===== src/rtl/memmap_pkg.sv =====
package memmap_pkg;

    localparam int unsigned MAP_ADDR_W  = 20;
    localparam int unsigned MAP_PAGE_W  = 8;
    localparam int unsigned MAP_WIN_W   = 14;
    localparam int unsigned MAP_BANK_BIT = 16;
    localparam int unsigned MAP_NUM_BANKS = 2;

    localparam logic [MAP_ADDR_W-1:0] MAP_FS_BASE    = 20'hA0000;
    localparam logic [MAP_ADDR_W-1:0] MAP_DRAM_TOP   = 20'hBFFFF;
    localparam logic [MAP_ADDR_W-1:0] MAP_FLASH_BASE = 20'hC8000;
    localparam logic [15:0]           MAP_IO_BASE    = 16'h0200;
    localparam int unsigned           MAP_IO_SPAN_W  = 4;

    typedef enum logic [1:0] {
        FS_FULL = 2'b00,
        FS_LOW  = 2'b01,
        FS_HIGH = 2'b10,
        FS_OFF  = 2'b11
    } fs_mode_e;

    typedef struct packed {
        logic dram;
        logic fsa;
        logic fsb;
        logic flash;
        logic disp;
    } sel_t;

    function automatic logic fs_bank_on(fs_mode_e mode, int unsigned bank);
        case (mode)
            FS_FULL: fs_bank_on = 1'b1;
            FS_LOW:  fs_bank_on = (bank == 0);
            FS_HIGH: fs_bank_on = (bank == 1);
            default: fs_bank_on = 1'b0;
        endcase
    endfunction

endpackage


===== src/rtl/region_match.sv =====
module region_match #(
    parameter int unsigned TAG_W = 6,
    parameter logic [TAG_W-1:0] BASE_TAG = '0
) (
    input  logic             en,
    input  logic [TAG_W-1:0] tag,
    output logic             hit
);
    always_comb begin
        hit = en && (tag == BASE_TAG);
    end
endmodule


===== src/rtl/fs_window_decode.sv =====
module fs_window_decode import memmap_pkg::*; #(
    parameter int unsigned ADDR_W    = MAP_ADDR_W,
    parameter int unsigned BANK_BIT  = MAP_BANK_BIT,
    parameter int unsigned NUM_BANKS = MAP_NUM_BANKS,
    parameter logic [ADDR_W-1:0] BASE = MAP_FS_BASE
) (
    input  logic                   mem_acc,
    input  fs_mode_e               mode,
    input  logic [ADDR_W-1:BANK_BIT] addr_hi,
    output logic [NUM_BANKS-1:0]   bank_sel,
    output logic                   hit
);
    localparam int unsigned IDX_W = (NUM_BANKS > 1) ? $clog2(NUM_BANKS) : 1;
    localparam int unsigned TOP_W = ADDR_W - BANK_BIT - IDX_W;

    logic [TOP_W-1:0] top_tag;
    logic [IDX_W-1:0] bank_idx;
    logic             in_window;

    always_comb begin
        top_tag   = addr_hi[ADDR_W-1:BANK_BIT+IDX_W];
        bank_idx  = addr_hi[BANK_BIT+IDX_W-1:BANK_BIT];
        in_window = mem_acc && (top_tag == BASE[ADDR_W-1:BANK_BIT+IDX_W]);
    end

    for (genvar b = 0; b < NUM_BANKS; b++) begin : g_bank
        always_comb begin
            bank_sel[b] = in_window
                       && (bank_idx == IDX_W'(b))
                       && fs_bank_on(mode, b);
        end
    end

    always_comb begin
        hit = |bank_sel;
    end
endmodule


===== src/rtl/flash_page_latch.sv =====
module flash_page_latch #(
    parameter int unsigned PAGE_W = 8
) (
    input  logic              clk,
    input  logic              rst,
    input  logic              load,
    input  logic [PAGE_W-1:0] din,
    output logic [PAGE_W-1:0] page
);
    always_ff @(posedge clk) begin
        if (rst) begin
            page <= '0;
        end else if (load) begin
            page <= din;
        end
    end
endmodule


===== src/rtl/banked_map_decoder.sv =====
module banked_map_decoder import memmap_pkg::*; #(
    parameter int unsigned ADDR_W   = MAP_ADDR_W,
    parameter int unsigned PAGE_W   = MAP_PAGE_W,
    parameter int unsigned WIN_W    = MAP_WIN_W,
    parameter int unsigned BANK_BIT = MAP_BANK_BIT,
    parameter logic [ADDR_W-1:0] FS_BASE    = MAP_FS_BASE,
    parameter logic [ADDR_W-1:0] DRAM_TOP   = MAP_DRAM_TOP,
    parameter logic [ADDR_W-1:0] FLASH_BASE = MAP_FLASH_BASE,
    parameter logic [15:0]       IO_BASE    = MAP_IO_BASE,
    parameter int unsigned       IO_SPAN_W  = MAP_IO_SPAN_W
) (
    input  logic                    clk,
    input  logic                    rst,
    input  logic [ADDR_W-1:0]       cpu_addr,
    input  logic                    rd_stb,
    input  logic                    wr_stb,
    input  logic                    io_cycle,
    input  logic                    dram_cs_raw,
    input  logic [1:0]              fs_range,
    input  logic                    page_wr,
    input  logic [PAGE_W-1:0]       wr_data,
    output logic                    dram_sel,
    output logic                    fsa_sel,
    output logic                    fsb_sel,
    output logic                    flash_sel,
    output logic                    disp_reg_sel,
    output logic [PAGE_W+WIN_W-1:0] flash_addr,
    output logic                    status_led
);
    localparam int unsigned NUM_BANKS = MAP_NUM_BANKS;
    localparam int unsigned FL_TAG_W  = ADDR_W - WIN_W;
    localparam int unsigned IO_TAG_W  = 16 - IO_SPAN_W;

    logic                 access;
    logic                 mem_acc;
    logic                 io_acc;
    logic [NUM_BANKS-1:0] fs_bank;
    logic                 fs_hit;
    logic                 flash_hit;
    logic                 io_hit;
    logic                 dram_range;
    logic [PAGE_W-1:0]    page_q;
    fs_mode_e             fs_mode;
    sel_t                 sel;

    always_comb begin
        access     = rd_stb || wr_stb;
        mem_acc    = access && !io_cycle;
        io_acc     = access && io_cycle;
        fs_mode    = fs_mode_e'(fs_range);
        dram_range = (cpu_addr <= DRAM_TOP);
    end

    fs_window_decode #(
        .ADDR_W    (ADDR_W),
        .BANK_BIT  (BANK_BIT),
        .NUM_BANKS (NUM_BANKS),
        .BASE      (FS_BASE)
    ) u_fs (
        .mem_acc  (mem_acc),
        .mode     (fs_mode),
        .addr_hi  (cpu_addr[ADDR_W-1:BANK_BIT]),
        .bank_sel (fs_bank),
        .hit      (fs_hit)
    );

    region_match #(
        .TAG_W    (FL_TAG_W),
        .BASE_TAG (FLASH_BASE[ADDR_W-1:WIN_W])
    ) u_flash_win (
        .en  (mem_acc),
        .tag (cpu_addr[ADDR_W-1:WIN_W]),
        .hit (flash_hit)
    );

    region_match #(
        .TAG_W    (IO_TAG_W),
        .BASE_TAG (IO_BASE[15:IO_SPAN_W])
    ) u_io_win (
        .en  (io_acc),
        .tag (cpu_addr[15:IO_SPAN_W]),
        .hit (io_hit)
    );

    flash_page_latch #(
        .PAGE_W (PAGE_W)
    ) u_page (
        .clk  (clk),
        .rst  (rst),
        .load (wr_stb && page_wr),
        .din  (wr_data),
        .page (page_q)
    );

    always_comb begin
        sel.fsa   = fs_bank[0];
        sel.fsb   = fs_bank[1];
        sel.dram  = mem_acc && dram_cs_raw && dram_range && !fs_hit;
        sel.flash = flash_hit;
        sel.disp  = io_hit;
    end

    always_comb begin
        dram_sel     = sel.dram;
        fsa_sel      = sel.fsa;
        fsb_sel      = sel.fsb;
        flash_sel    = sel.flash;
        disp_reg_sel = sel.disp;
        flash_addr   = {page_q, cpu_addr[WIN_W-1:0]};
        status_led   = page_q[PAGE_W-1];
    end
endmodule


===== config.mk =====
export PLATFORM = sky130hd
export DESIGN_NAME = banked_map_decoder
export DESIGN_NICKNAME = d
export VERILOG_FILES = /design/src/rtl/memmap_pkg.sv /design/src/rtl/region_match.sv /design/src/rtl/fs_window_decode.sv /design/src/rtl/flash_page_latch.sv /design/src/rtl/banked_map_decoder.sv
export SDC_FILE = /design/constraint.sdc
export NUM_CORES = 1
export LEC_CHECK = 0
export BUFFER_PORTS_ARGS = -buffer_cell sky130_fd_sc_hd__buf_2
export CORE_UTILIZATION = 33
export DETAILED_ROUTE_END_ITERATION = 8
export PLACE_DENSITY = 0.84
export SETUP_SLACK_MARGIN = 0.1
export SYNTH_ARGS = -nofsm -noshare
export SYNTH_HDL_FRONTEND = slang
export SYNTH_SLANG_ARGS = --single-unit

===== constraint.sdc =====
create_clock -name clk -period 1.2 [get_ports clk]
set_input_delay 0 -clock clk [delete_from_list [all_inputs] [get_ports clk]]
set_output_delay 0 -clock clk [all_outputs]
set_load 0.02 [all_outputs]

# After elaboration in Yosys (flattened, before gate mapping)

Cells that the tools add are included.

Multipliers: 0
Shifts and indexed selects: 0
Bitwise operators: 1
Divide/modulo/power cells: 0
Mux-type cells: 2
Magnitude comparators: 1
Eq/ne operators: 5
Reduce and logical (&&, ||, !) cells: 20
$add $sub $neg: 0

Operators with widths:

| operator             | count |
|---|---|
| $le 20x20->1 const B | 1 |
| $logic_and 1x1->1    | 13 |
| $eq 12x6->1 const B  | 1 |
| $eq 6x6->1 const B   | 1 |
| $reduce_or 2->1      | 3 |
| $eq 3x3->1 const B   | 1 |
| $eq 2x1->1 const B   | 1 |
| $eq 2x2->1 const B   | 1 |
| $logic_not 1->1      | 2 |
| $logic_not 2->1      | 1 |
| $mux 1               | 2 |
| $logic_or 1x1->1     | 1 |
| $not 1->1            | 1 |

Flip-flop bits (word level): 8
ROM bits: 0
Memories: 0
Memory bits (writable): 0
Bits in latches: 0
Output and inout bits: 28
Bits of input ports: 37

# Longest topological paths before layout

Word-level depth: 8
Mapped depth: 4
Depth with buffers taken out: 3

# Cells and area by module

Synthesis repeated with hierarchy kept, for this count alone.

Cells, all modules: 60
Area, all modules: 565.5 µm²

By module, submodules not included:

| module                      | cells an instance | area an instance (µm²) | instances |
|---|---|---|---|
| flash_page_latch            | 26                | 285.3                  | 1 |
| banked_map_decoder          | 21                | 155.1                  | 1 |
| fs_window_decode            | 5                 | 60.1                   | 1 |
| region_match at u_io_win    | 5                 | 41.3                   | 1 |
| region_match at u_flash_win | 3                 | 23.8                   | 1 |

# Worst setup path before layout

OpenSTA, ideal clock, no wires.

Path type: input-to-output
From: input port wr_stb
To: output port dram_sel
Arrival time: 1107 ps
Stages on the path: 4
Path slack: 93 ps
Required time: 1200 ps
Cell sequence: buf_4 -> nor2_1 -> or3b_1 -> a221oi_1

Word-level cells in the longest chain between the ends: 8
Elaborated cells between the ends (all ways): 12
Classes of those cells: reduce/logical: 12

RTL lines:

| what                  | line                     | RTL |
|---|---|---|
| from (decl)           | banked_map_decoder.sv:16 | `input logic wr_stb,` |
| $logic_or 1x1->1 (*)  | banked_map_decoder.sv:47 | `access = rd_stb \|\| wr_stb;` |
| $logic_and 1x1->1 (*) | banked_map_decoder.sv:48 | `mem_acc = access && !io_cycle;` |
| $logic_and 1x1->1     | fs_window_decode.sv:23   | `in_window = mem_acc && (top_tag == BASE[ADDR_W-1:BANK_BIT+IDX_W]);` |
| $logic_and 1x1->1     | fs_window_decode.sv:29   | `&& (bank_idx == IDX_W'(b))` |
| $logic_and 1x1->1     | fs_window_decode.sv:30   | `&& fs_bank_on(mode, b);` |
| $reduce_or 2->1       | fs_window_decode.sv:35   | `hit = \|bank_sel;` |
| $logic_not 1->1       | banked_map_decoder.sv:98 | `sel.dram = mem_acc && dram_cs_raw && dram_range && !fs_hit;` |
| $logic_and 1x1->1 (*) | banked_map_decoder.sv:98 |  |
| to (decl)             | banked_map_decoder.sv:22 | `output logic dram_sel,` |

Mark *: on every way between the ends. The rest lies on a longest branch, timed or not.

# Worst setup path in the final report

From: input port cpu_addr[8]
To: output port disp_reg_sel

Word-level cells in the longest chain between the ends: 2

RTL lines:

| what              | line                     | RTL |
|---|---|---|
| from (decl)       | banked_map_decoder.sv:14 | `input logic [ADDR_W-1:0] cpu_addr,` |
| $eq 12x6->1       | region_match.sv:10       | `hit = en && (tag == BASE_TAG);` |
| $logic_and 1x1->1 | region_match.sv:10       |  |
| to (decl)         | banked_map_decoder.sv:26 | `output logic disp_reg_sel,` |

No other way between the ends.

==> results.json <==
{
  "die_area_sq_mm": 0.00175,
  "hp-class": "in -> out",
  "critPathMostFrequentCell": "buf_6",
  "grt_remaining_overflow": 0,
  "cts-buffers-inserted": 3,
  "remaining_drc_errors": 0,
  "cpPeakStageDelay_ns": 0.53,
  "wl_met2_um": 887,
  "crit_chain": "buf_6, or4b_4, nor4_4, and4_1, buf_6",
  "met1_length_um": 584,
  "wl_um": 1580,
  "num_rows": 14,
  "stdcell_area_sq_um": 813,
  "worstPathArrival_ns": 1.14,
  "synthesis.nets": 106,
  "clock-sinks": 8,
  "die_w_um": 41.8,
  "cp.required_ns": 1.20,
  "drt_iter0_markers": 2,
  "period_minus_slack_ns": 1.14,
  "clockRootBuffer": "clkbuf_4",
  "finalCritPeriodShare": 0.950,
  "place_congestion": 0.693,
  "antenna_found_initial": 0,
  "hold_viol_final": 0,
  "final_nets": 156,
  "relSlewSlack": 0.673,
  "worstMarginPinSlew_ns": 0.486,
  "synth-seq-cells": 8,
  "ys_seq_area_frac": 0.306,
  "cp_slowest_cell": "or4b_4",
  "slew_violations": 0,
  "critPathCaptureType": "output port",
  "die_h_um": 41.8,
  "crit_path_start_kind": "input port",
  "crit_fanout": 2,
  "layout_common_cells": "buf_2, nand2_1, nand3_1, a21oi_1, dfxtp_1",
  "sw_frac_of_total": 0.307,
  "ir_drop_uv": 655,
  "netlist_instances": 69,
  "boundaryPins": 65,
  "vias": 626,
  "initial_core_util": 0.351,
  "grt_pass1_vias": 575,
  "power_switching_uw": 216,
  "port_buffers": 56,
  "dr_wl_met3_um": 105,
  "grtUsageTotal": 0.189,
  "clkLatencyLatePin_ns": 0.25,
  "fin_worst_skew_ns": 0,
  "critPathKind": "in -> out",
  "ys_types": 20,
  "cts_tree": "yes",
  "max_clock_freq_mhz": 877,
  "maxCapViolations": 0,
  "wl_per_cell_um": 11.9,
  "largest_register_ffs": 8,
  "fillers": 162,
  "yosys_warnings": 0,
  "routed.top_layer": "met3",
  "antenna_cells": 0,
  "seq_power_share": 0.402,
  "dr.pass1.iters": 4,
  "coreArea_sq_mm": 0.00149,
  "whs_ns": 0.00000882,
  "top_regs": "u_page.page (8)",
  "area_growth_pct": 55.5,
  "layout_commonest_cell": "buf_2",
  "cts_buffer_depth": 2,
  "p_int_uw": 488,
  "antenna_left": 0,
  "pwr-share-clk": 0.296,
  "postCtsSetupRepairBufs": 0,
  "power_uw": 705,
  "netlist_area_sq_um": 523,
  "grt_max_degree": 10,
  "rsz0062_at_grt": "yes",
  "place_area_sq_um": 709,
  "drive_gt1_frac": 0.538,
  "fin_util": 0.546,
  "grt_pass1_wl_um": 2490,
  "setup_violations": 0,
  "via_per_inst": 4.71,
  "instances_no_fill": 133,
  "hpwlAfterDp_um": 1230,
  "p_comb_frac": 0.301,
  "regMostFlops": "u_page.page",
  "place_inst": 124,
  "power_leakage_nw": 0.416,
  "status": "finished, final reports clean",
  "htreeDepth": 1,
  "p_per_area_mw_per_mm2": 866,
  "synth.avg_cell_area_sq_um": 7.58
}
==> power groups by stage <==
stage	logic (mW)	clock network [mW]	registers (mW)
floorplan	0.123	0	0.305
global placement	0.187	0	0.289
detailed placement	0.192	0	0.289
CTS	0.212	0.215	0.284
global route	0.231	0.230	0.285
finish	0.212	0.209	0.283
==> per-stage QoR <==
step                setup WS [ns]  TNS [ns]
CTS                        0.0135         0
global placement           0.0918         0
detailed placement        -0.0215   -0.0215
floorplan                   0.171         0
finish                     0.0601         0
global route               0.0136         0
==> synth_stat cells <==
cell type  count  area, sq um
buf_4         16          120
nand2_1        9         33.8
a21oi_1        8         40.0
dfxtp_1        8          160
nand3_1        8         40.0
nor2_1         4         15.0
nand2b_1       2         12.5
nor4_1         2         12.5
a221oi_1       1         8.76
and2_1         1         6.26
and4_1         1         8.76
buf_1          1         3.75
clkbuf_1       1         3.75
nand4_1        1         6.26
nor3_1         1         5.00
nor4_2         1         12.5
o21ai_0        1         5.00
or3_1          1         6.26
or3b_1         1         8.76
or4b_4         1         13.8
==> worst paths after layout <==
| check | startpoint | endpoint | slack [ns] | depth (start not counted) |
|---|---|---|---|---|
| max reg2reg | u_page.page[7] | u_page.page[7] | 0.61 | 2 |
| max | cpu_addr[8] | disp_reg_sel | 0.06 | 5 |
| min reg2reg | u_page.page[1] | u_page.page[1] | 0.45 | 2 |
| min | cpu_addr[0] | flash_addr[0] | 0.000009 | 0 |
==> layout make-up <==
type	count	area, sq um	area share
well taps	16	20.0	0.0246
repair buffers	63	360	0.443
flip-flops and latches	8	160	0.197
clock buffers	3	22.5	0.0277
multi-input cells	43	250	0.308
==> repair_timing <==
item	CTS	global route
endpoints found under the setup margin	1	1
endpoints found under the hold margin	6	0
gates resized for setup	4	0
hold buffers	6	0
pin swaps	1	1
==> critical path: cells and delay by family <==
| kind | cells | cell delay, ns |
|---|---|---|
| AND/OR/NAND/NOR | 3 | 0.92 |
| buffers and inverters | 2 | 0.22 |
==> cells by family after synthesis <==
| kind of cell | synth area share |
|---|---|
| simple gates | 0.347 |
| buf+inv | 0.244 |
| flops | 0.306 |
| compound gates | 0.103 |
==> layer usage <==
layer  track usage  vias to the layer above
met4        0.0258                        0
met3        0.0696                        0
met1         0.221                      279
met2         0.334                       25
met5             0                        -
li1              -                      322
No activity file was read; power rests on OpenSTA's default activity.
